===== config.mk =====
export PLATFORM = sky130hd
export DESIGN_NAME = wide_operand_port
export DESIGN_NICKNAME = d
export VERILOG_FILES = /design/src/rtl/wop_pkg.sv /design/src/rtl/wop_load_lane.sv /design/src/rtl/wop_loader.sv /design/src/rtl/wop_unloader.sv /design/src/rtl/wide_operand_port.sv
export SDC_FILE = /design/constraint.sdc
export NUM_CORES = 2
export LEC_CHECK = 0
export ABC_CLOCK_PERIOD_IN_PS = 3700
export BUFFER_PORTS_ARGS = -buffer_cell sky130_fd_sc_hd__buf_2
export CAP_MARGIN = 20
export CORE_AREA = 4 4 721 723
export DETAILED_ROUTE_END_ITERATION = 6
export DIE_AREA = 0 0 725 727
export HOLD_SLACK_MARGIN = 0.03
export SYNTH_ARGS = -nofsm -noshare
export SYNTH_HDL_FRONTEND = slang
export SYNTH_SLANG_ARGS = --single-unit

===== constraint.sdc =====
create_clock -name clk -period 3.7 [get_ports clk]
set_clock_uncertainty 0.1 [all_clocks]
set_input_delay 0.74 -clock clk [delete_from_list [all_inputs] [get_ports clk]]
set_output_delay 0.74 -clock clk [all_outputs]
set_load 0.02 [all_outputs]

===== src/rtl/wop_pkg.sv =====
package wop_pkg;
    localparam int WORD_BITS  = 32;
    localparam int SLOT_COUNT = 8;
    localparam int OPERANDS   = 4;
    localparam int COORDS     = 3;

    typedef enum logic {
        ST_IDLE   = 1'b0,
        ST_STREAM = 1'b1
    } unload_state_t;
endpackage


===== src/rtl/wop_load_lane.sv =====
module wop_load_lane #(
    parameter int WORD_W = 32,
    parameter int WORDS  = 8,
    localparam int FIELD_W = WORD_W * WORDS,
    localparam int PTR_W   = (WORDS > 1) ? $clog2(WORDS) : 1
) (
    input  logic               clk,
    input  logic               rst_n,
    input  logic               wr_en,
    input  logic [WORD_W-1:0]  word_in,
    output logic [FIELD_W-1:0] value
);
    logic [PTR_W-1:0] slot;

    always_ff @(posedge clk) begin
        if (!rst_n) begin
            slot  <= '0;
            value <= '0;
        end else if (wr_en) begin
            value[slot*WORD_W +: WORD_W] <= word_in;
            slot <= (slot == PTR_W'(WORDS-1)) ? '0 : slot + 1'b1;
        end
    end

    assert_hold_R4: assert property (@(posedge clk) disable iff (!rst_n)
        !wr_en |=> $stable(value) && $stable(slot));

    assert_slot_wrap_R5: assert property (@(posedge clk) disable iff (!rst_n)
        (wr_en && slot == PTR_W'(WORDS-1)) |=> slot == '0);
endmodule


===== src/rtl/wop_loader.sv =====
module wop_loader #(
    parameter int WORD_W = 32,
    parameter int WORDS  = 8,
    parameter int NREGS  = 4,
    localparam int FIELD_W = WORD_W * WORDS,
    localparam int SEL_W   = $clog2(NREGS)
) (
    input  logic                          clk,
    input  logic                          rst_n,
    input  logic [SEL_W-1:0]              sel,
    input  logic                          wr,
    input  logic [WORD_W-1:0]             word_in,
    output logic [NREGS-1:0][FIELD_W-1:0] regs
);
    for (genvar g = 0; g < NREGS; g++) begin : g_lane
        logic hit;
        assign hit = wr && (sel == SEL_W'(g));
        wop_load_lane #(.WORD_W(WORD_W), .WORDS(WORDS)) u_lane (
            .clk     (clk),
            .rst_n   (rst_n),
            .wr_en   (hit),
            .word_in (word_in),
            .value   (regs[g])
        );

        assert_unselected_R3: assert property (@(posedge clk) disable iff (!rst_n)
            (sel != SEL_W'(g)) |=> $stable(regs[g]));
    end
endmodule


===== src/rtl/wop_unloader.sv =====
module wop_unloader
    import wop_pkg::*;
#(
    parameter int WORD_W = 32,
    parameter int WORDS  = 8,
    parameter int NCOORD = 3,
    localparam int FIELD_W = WORD_W * WORDS,
    localparam int TOTAL   = WORDS * NCOORD,
    localparam int IDX_W   = $clog2(TOTAL)
) (
    input  logic                      clk,
    input  logic                      rst_n,
    input  logic                      done_in,
    input  logic [NCOORD*FIELD_W-1:0] res_in,
    output logic [WORD_W-1:0]         out_word,
    output logic                      out_go
);
    unload_state_t             state, state_nx;
    logic [IDX_W-1:0]          idx;
    logic [NCOORD*FIELD_W-1:0] shadow;
    logic                      last_word;

    assign last_word = (idx == IDX_W'(TOTAL-1));

    always_comb begin
        state_nx = state;
        unique case (state)
            ST_IDLE:   if (done_in)   state_nx = ST_STREAM;
            ST_STREAM: if (last_word) state_nx = ST_IDLE;
        endcase
    end

    always_ff @(posedge clk) begin
        if (!rst_n) state <= ST_IDLE;
        else        state <= state_nx;
    end

    always_ff @(posedge clk) begin
        if (!rst_n) begin
            idx    <= '0;
            shadow <= '0;
        end else begin
            unique case (state)
                ST_IDLE: begin
                    idx <= '0;
                    if (done_in) shadow <= res_in;
                end
                ST_STREAM: idx <= last_word ? '0 : idx + 1'b1;
            endcase
        end
    end

    always_comb begin
        out_go   = 1'b0;
        out_word = '0;
        unique case (state)
            ST_IDLE:   ;
            ST_STREAM: begin
                out_go   = 1'b1;
                out_word = shadow[idx*WORD_W +: WORD_W];
            end
        endcase
    end

    assert_go_after_done_R7: assert property (@(posedge clk) disable iff (!rst_n)
        $rose(out_go) |-> $past(done_in));

    assert_shadow_held_R10: assert property (@(posedge clk) disable iff (!rst_n)
        (out_go && $past(out_go)) |-> $stable(shadow));

    assert_idle_zero_R9: assert property (@(posedge clk) disable iff (!rst_n)
        !out_go |-> out_word == '0);
endmodule


===== src/rtl/wide_operand_port.sv =====
module wide_operand_port
    import wop_pkg::*;
#(
    parameter int WORD_W = WORD_BITS,
    parameter int WORDS  = SLOT_COUNT,
    localparam int FIELD_W = WORD_W * WORDS
) (
    input  logic               clk,
    input  logic               rst_n,
    input  logic [1:0]         in_sel,
    input  logic               in_wr,
    input  logic [WORD_W-1:0]  in_word,
    input  logic               act,
    output logic               core_start,
    output logic [FIELD_W-1:0] core_scalar,
    output logic [FIELD_W-1:0] core_px,
    output logic [FIELD_W-1:0] core_py,
    output logic [FIELD_W-1:0] core_pz,
    input  logic               core_done,
    input  logic [FIELD_W-1:0] core_rx,
    input  logic [FIELD_W-1:0] core_ry,
    input  logic [FIELD_W-1:0] core_rz,
    output logic [WORD_W-1:0]  out_word,
    output logic               out_go
);
    logic [OPERANDS-1:0][FIELD_W-1:0] op_regs;

    wop_loader #(.WORD_W(WORD_W), .WORDS(WORDS), .NREGS(OPERANDS)) u_loader (
        .clk     (clk),
        .rst_n   (rst_n),
        .sel     (in_sel),
        .wr      (in_wr),
        .word_in (in_word),
        .regs    (op_regs)
    );

    assign core_scalar = op_regs[0];
    assign core_px     = op_regs[1];
    assign core_py     = op_regs[2];
    assign core_pz     = op_regs[3];

    always_ff @(posedge clk) begin
        if (!rst_n) core_start <= 1'b0;
        else        core_start <= act;
    end

    wop_unloader #(.WORD_W(WORD_W), .WORDS(WORDS), .NCOORD(COORDS)) u_unloader (
        .clk      (clk),
        .rst_n    (rst_n),
        .done_in  (core_done),
        .res_in   ({core_rz, core_ry, core_rx}),
        .out_word (out_word),
        .out_go   (out_go)
    );

    assert_start_from_act_R6: assert property (@(posedge clk) disable iff (!rst_n)
        $rose(core_start) |-> $past(act));
endmodule


# --- After elaboration in Yosys (flattened, before gate mapping) ---
# Cells that the tools add are included.
op_classes:
  mux: 15
  div: 0
  bitwise_logic: 1
  n_lt_le_gt_ge: 0
  n_reduce_logical: 6
  add_sub_neg: 9
  n_mul: 0
  shift: 9
  n_eq_ne: 8
ops:
  columns: ["cell", "count"]
  rows:
  - ["$bwmux W256", 4]
  - ["$shift A32 B34 Y256 const A", 4]
  - ["$shiftx A32 B34 Y256", 4]
  - ["$shiftx A768 B11 Y32", 1]
  - ["$neg A8 Y34", 4]
  - ["$mux W32", 1]
  - ["$add A3 B1 Y3 const B", 4]
  - ["$eq A3 B3 Y1 const B", 4]
  - ["$mux W3", 4]
  - ["$pmux W5 S2", 1]
  - ["$add A5 B1 Y5 const B", 1]
  - ["$eq A5 B5 Y1 const B", 1]
  - ["$mux W5", 1]
  - ["$eq A2 B2 Y1 const B", 2]
  - ["$logic_and A1 B1 Y1", 4]
  - ["$mux W1", 3]
  - ["$eq A2 B1 Y1 const B", 1]
  - ["$logic_not A2 Y1", 1]
  - ["$pmux W1 S2", 1]
  - ["$reduce_and A2 Y1", 1]
  - ["$not A1 Y1", 1]
totals:
  word_cells: 60
  mem_bits_ro: 0
  input_bits: 807
  mem_count: 0
  latch_bits: 0
  register_bits: 1811
  mem_bits_rw: 0

# --- Longest topological paths before layout ---
logic_depth:
  ltp_word: 3
  depth_mapped: 13
  ltp_nobuf: 7

# --- By module ---
# Synthesis repeated with hierarchy kept, for this count alone.
hier_totals:
  cells_unflattened: 8255
  area_unflattened_um2: 75561.2
by_module_without_submodules:
  columns: ["mod", "cells_each", "area_per_inst_um2", "seq_area_each_um2", "instances"]
  rows:
  - ["wop_unloader", 4015, 34734.6, 15494.9, 1]
  - ["wop_load_lane at u_loader.g_lane[0].u_lane ...", 1058, 10199.8, 5185.0, 2]
  - ["wop_load_lane at u_loader.g_lane[2].u_lane", 1059, 10204.8, 5185.0, 1]
  - ["wop_load_lane at u_loader.g_lane[3].u_lane", 1059, 10158.5, 5185.0, 1]
  - ["wop_loader", 4, 37.5, 0.0, 1]
  - ["wide_operand_port", 2, 26.3, 20.0, 1]

# --- Worst setup path after synthesis ---
# Ideal clock, no wire load.
synth_path:
  kind: "reg-to-reg"
  start: "register u_loader.g_lane[3].u_lane.slot[0]"
  end: "register u_loader.g_lane[3].u_lane.value[194]"
  setup_ns: 0.122
  required_time_ns: 3.478
  path_slack_ns: 0.458
  stages_incl_launch_ff: 13
  t_arrival_ns: 3.020
  synth_period_minus_slack_ns: 3.242
  cell_sequence: "dfxtp_1 clkbuf_1 clkbuf_1 clkbuf_1 inv_1 ha_1 ha_1 and4b_1 or4b_2 clkbuf_1 clkbuf_1 nand2_1 a21boi_0"
synth_between:
  elab_chain_cells: 3
  word_cells_on_any_way: 4
synth_lines:
  columns: ["item", "line", "text"]
  rows:
  - ["start, declared", "wop_load_lane.sv:13", "logic [PTR_W-1:0] slot;"]
  - ["start signal, assigned", "wop_load_lane.sv:21", "slot <= (slot == PTR_W'(WORDS-1)) ? '0 : slot + 1'b1;"]
  - ["$neg A8 Y34 *", "wop_load_lane.sv:20", "value[slot*WORD_W +: WORD_W] <= word_in;"]
  - ["$shiftx A32 B34 Y256 or $shift A32 B34 Y256 (tied branches)", "wop_load_lane.sv:20", null]
  - ["$bwmux W256 *", "wop_load_lane.sv:20", null]
  - ["end signal, assigned by index", "wop_load_lane.sv:20", null]
  - ["end, declared", "wop_load_lane.sv:11", "output logic [FIELD_W-1:0] value"]
# Every way passes the cells marked *; elsewhere a longest branch is shown, timed or not.
# A chain may end at the register's enable or synchronous reset.

# --- Worst setup path in the final report ---
layout_path:
  start: "register u_unloader.idx[0]"
  end: "output port out_word[2]"
layout_between:
  elab_chain_cells: 2
layout_lines:
  columns: ["item", "line", "text"]
  rows:
  - ["start, declared", "wop_unloader.sv:19", "logic [IDX_W-1:0] idx;"]
  - ["start signal, assigned", "wop_unloader.sv:48", "ST_STREAM: idx <= last_word ? '0 : idx + 1'b1;"]
  - ["$shiftx A768 B11 Y32", "wop_unloader.sv:60", "out_word = shadow[idx*WORD_W +: WORD_W];"]
  - ["$mux W32", "wop_unloader.sv:56", "unique case (state)"]
  - ["end, declared", "wide_operand_port.sv:23", "output logic [WORD_W-1:0] out_word,"]
# Every way passes these cells.

==> results.env <==
RESULT_OF_THE_RUN='finished, violations left'
FAILED_CHECKS='setup timing'
POST_SYNTH_INSTANCE_AREA_SQ_UM=75500
SYN_INST=8641
GLOBAL_ROUTE_WIRE_LENGTH_BEFORE_REPAIR_MICRONS=604000
CRIT_TYPE='reg -> out'
HOLD_PATH_STARTPOINT='core_rx[85]'
DIEAREA_SQ_UM=527000
MAX_SLEW.WORST_PIN.SLEW_NS=1.17
CLK_ROOT_BUFFER_CELL='clkbuf_16'
FINAL_DESIGN_AREA_NO_FILL_SQ_UM=109000
POWER_PER_CELL_AREA_nW_PER_UM2=438
H-TREE-DEPTH=4
FINALSETUPTNS_NS=-9.78
LAYOUT_SETUP_WS_NS=-0.449
SHARE_OF_POST_ROUTE_CELLS_WITH_DRIVE_STRENGTH_ABOVE_1=0.262
CELL_WITH_THE_BIGGEST_INDIVIDUAL_DELAY_ON_THE_CRITICAL_PATH='a22oi_2'
SYN_AVG_CELL_AREA_SQ_UM=8.73
DETAIL_ROUTE.DRC_VIOLATIONS=0
WORSTHOLDPATHTYPE='in -> reg'
YOSYSSEQAREASHARE=0.480
TOTAL_LEAKAGE_POWER_nW=41.9
SETUP_VIOLATIONS=32
PLACED_AREA_SQ_UM=93700
LAYOUTNONFILLERINSTCOUNT=17800
STARTING_DENSITY=0.147
MIN_PERIOD_OVER_PERIOD=1.12
STARTPOINT_TYPE='flip-flop'
YS_FF_LATCH=1811
CRIT_PATH_LARGEST_CELL_DELAY_NS=0.55
CRITPATHMOSTFREQUENTCELL='buf_6'
ROUTE.ANTENNA.REMAINING_NETS=0
PLACE.GP.CONGESTION=0.988
FINAL_NET_COUNT=11700
ROUTED-VIA-COUNT=76800
TIMING.FINAL.CRIT_PERIOD_NS=4.15
ENDPOINT_KIND='primary output'
YOSYS-TOP-CELLS-AREA='dfxtp_1 (48%), a21boi_0 (16%), nand2_1 (12%)'
PIN_COUNT_OF_THE_BIGGEST_NET_ENTERING_GLOBAL_ROUTING=158
FINAL-MAX-SLEW-VIOLATION-COUNT=0
MAXCAPVIOLATIONS=0
FMAX_MHz=241
GRTUSAGETOTAL=0.161
ROWS=263
ROUTED_WIRE_LENGTH_PER_INSTANCE_MICRONS=25.4
SYNTH_ASYNC_SR_FLOP_SHARE=0
OVERFLOW=0
SYNTH_TOP_CELL_AREA_SHARE=0.480
FINAL.FILL_COUNT=56200
VIA_PER_INST=4.31
POST_SYNTH_MOST_FREQUENT_CELLS='nand2_1 (2481), dfxtp_1 (1811), a21boi_0 (1569)'
CTS_TREE='done'
CLOCK_SINKS=1811
DIE_W_MICRONS=725
POST-LAYOUT-TOTAL-POWER_mW=47.5
PORT_BUFFERS=1864
SYNTH_CELL_TYPES=67
SYNTHTOLAYOUTAREAGROWTH_PCT=43.9
CLOCKBUFFERDEPTH=4
CORE_SQ_UM=513000
RSZ0062_AT_GRT='yes'
DETAILEDPLACE.WORSTSLACK_NS=-0.215
CP_ARRIVAL_NS=3.31
GRT_ANTENNA_BEFORE_REPAIR=104
WORSTSETUPSTARTPOINT='u_unloader.idx[0]'
SYNTH_TOP_AREA_CELL='dfxtp_1'
CELLS_ON_WORST_HOLD_PATH=3
CP_DATA_REQUIRED_TIME_NS=2.86
CRITICAL_PATH.MAX_FANOUT=8
CTS-BUFFERS-INSERTED=207
POST-PLACE-CELLS=16700
DETAIL_ROUTE.ITER0.VIOLATIONS=8351
YOSYS.CELL_COUNT.TOP_TYPE='nand2_1'
NORMALIZED_MAX_SLEW_MARGIN=0.217
FINAL_HOLD_VIOLATIONS=0
R2R_CELLS=8
IR_DROP_V=0.000377
ROUTED_WL_MICRONS=453000
VIA_COUNT_OF_THE_FIRST_GLOBAL_ROUTING_PASS=73100
DR.PASS1.ITERS=6
NUM_IO_PINS=1865
DP_HPWL_MICRONS=340000
DIE_Y_MICRONS=727
SYNTH_EDF_COUNT=0
CLK_PIN_SLEW_NS=0.06
SYNTHFLOPTYPE='dfxtp_1'
SYNTH-WARNING-COUNT=0
TIMING.CRITICAL_PATH.CELLS='buf_12 -> buf_16 -> buf_4 -> mux4_2 -> a22oi_2 -> buf_6 -> o221ai_4 -> buf_6'
WORSTSKEWPAIRLATENCY_NS=0.93
SYNTH_FP_NETS=9475
TIMING.RR.START='u_loader.g_lane[0].u_lane.slot[1]'
-- final timing paths --
kind	to	slack, ns
max	out_word[2]	-0.45
min	u_unloader.shadow[85]	0.12
max reg2reg	u_loader.g_lane[0].u_lane.value[123]	0.47
min reg2reg	u_loader.g_lane[3].u_lane.value[131]	0.35
-- routing by layer --
layer / up-vias / global-route usage / share of wire
met2: 4415 / 0.232 / 0.41
met3: 1177 / 0.0504 / 0.11
li1: 33800 / - / -
met1: 37300 / 0.210 / 0.41
met4: 40 / 0.0944 / 0.067
met5: - / 0 / 0.00056
-- cell usage in the layout, fill, tap and decap left out, types with 23 or more instances in the layout --
cell / count
mux4_2: 124
dfxtp_1: 1805
a21boi_0: 1569
nor2b_1: 144
buf_2: 1817
mux2i_1: 197
diode_2: 45
buf_6: 56
a21boi_1: 99
mux2_2: 32
dlygate4sd3_1: 611
nand3_1: 697
nand2_1: 2481
inv_1: 38
buf_4: 292
ha_1: 27
clkbuf_1: 56
o21ai_0: 28
buf_12: 79
nand4_1: 143
a2bb2oi_1: 23
clkinv_2: 26
clkbuf_8: 49
clkbuf_16: 214
nand2b_1: 38
-- sequential cells by signal (all words and copies together) (netlist names) --
signal / count
u_unloader.idx: 5
u_loader.g_lane.u_lane.value: 1024
u_unloader.state: 1
u_loader.g_lane.u_lane.slot: 12
u_unloader.shadow: 768
core_start: 1
-- metrics by stage --
step                 util  hold slack (ns)
floorplan               -            0.339
global placement    0.183            0.336
detailed placement  0.183            0.339
CTS                 0.210           0.0301
global route        0.212           0.0578
finish              0.212            0.121
-- critical path: cells and delay by family (launching register included) --
family / cells / cell delay (ns)
mux: 1 / 0.49
buf+inv: 5 / 0.83
flops: 1 / 0.41
compound gates: 2 / 0.70
-- logic make-up (layout without fill, tap and decap cells) --
| family | count (synthesis) | count (layout) | synth area share |
|---|---|---|---|
| buffers and inverters | 907 | 3288 | 0.0474 |
| DFF | 1811 | 1811 | 0.480 |
| xor gates and xnor gates | 3 | 3 | 0.000348 |
| AOI/OAI and AO/OA | 1881 | 1881 | 0.187 |
| adders and majority gates | 27 | 27 | 0.00448 |
| muxes | 378 | 378 | 0.0713 |
| other | 0 | 45 | 0 |
| and+or+nand+nor | 3634 | 3634 | 0.209 |
-- report_power, final --
part	switching (mW)	total [mW]	internal (mW)	leakage (nW)
combinational	3.55	5.73	2.18	23.8
clock	9.00	21.2	12.2	3.38
sequential	0.511	20.6	20.1	14.7
-- area by class of cell --
class                   count  area [sq um]  area share
well taps                6757          8450      0.0778
clock inverters            57           785     0.00722
clock buffers             314          6110      0.0563
inverters                  40           150     0.00138
flip-flops and latches   1811         36300       0.334
diodes                     45           113     0.00104
repair buffers           2877         20200       0.186
multi-input cells        5923         36600       0.337
-- repair_timing --
| action | 4_1_cts | 5_1_grt |
|---|---|---|
| setup buffers | 12 | 49 |
| gates cloned | 5 | 5 |
| endpoints found under the setup margin | 32 | 32 |
| hold endpoints to repair | 611 | 0 |
| resized for setup | 159 | 83 |
| pin swaps | 16 | 23 |
| hold buffers | 611 | 0 |
Note: power is estimated with default switching activity, not from simulation.
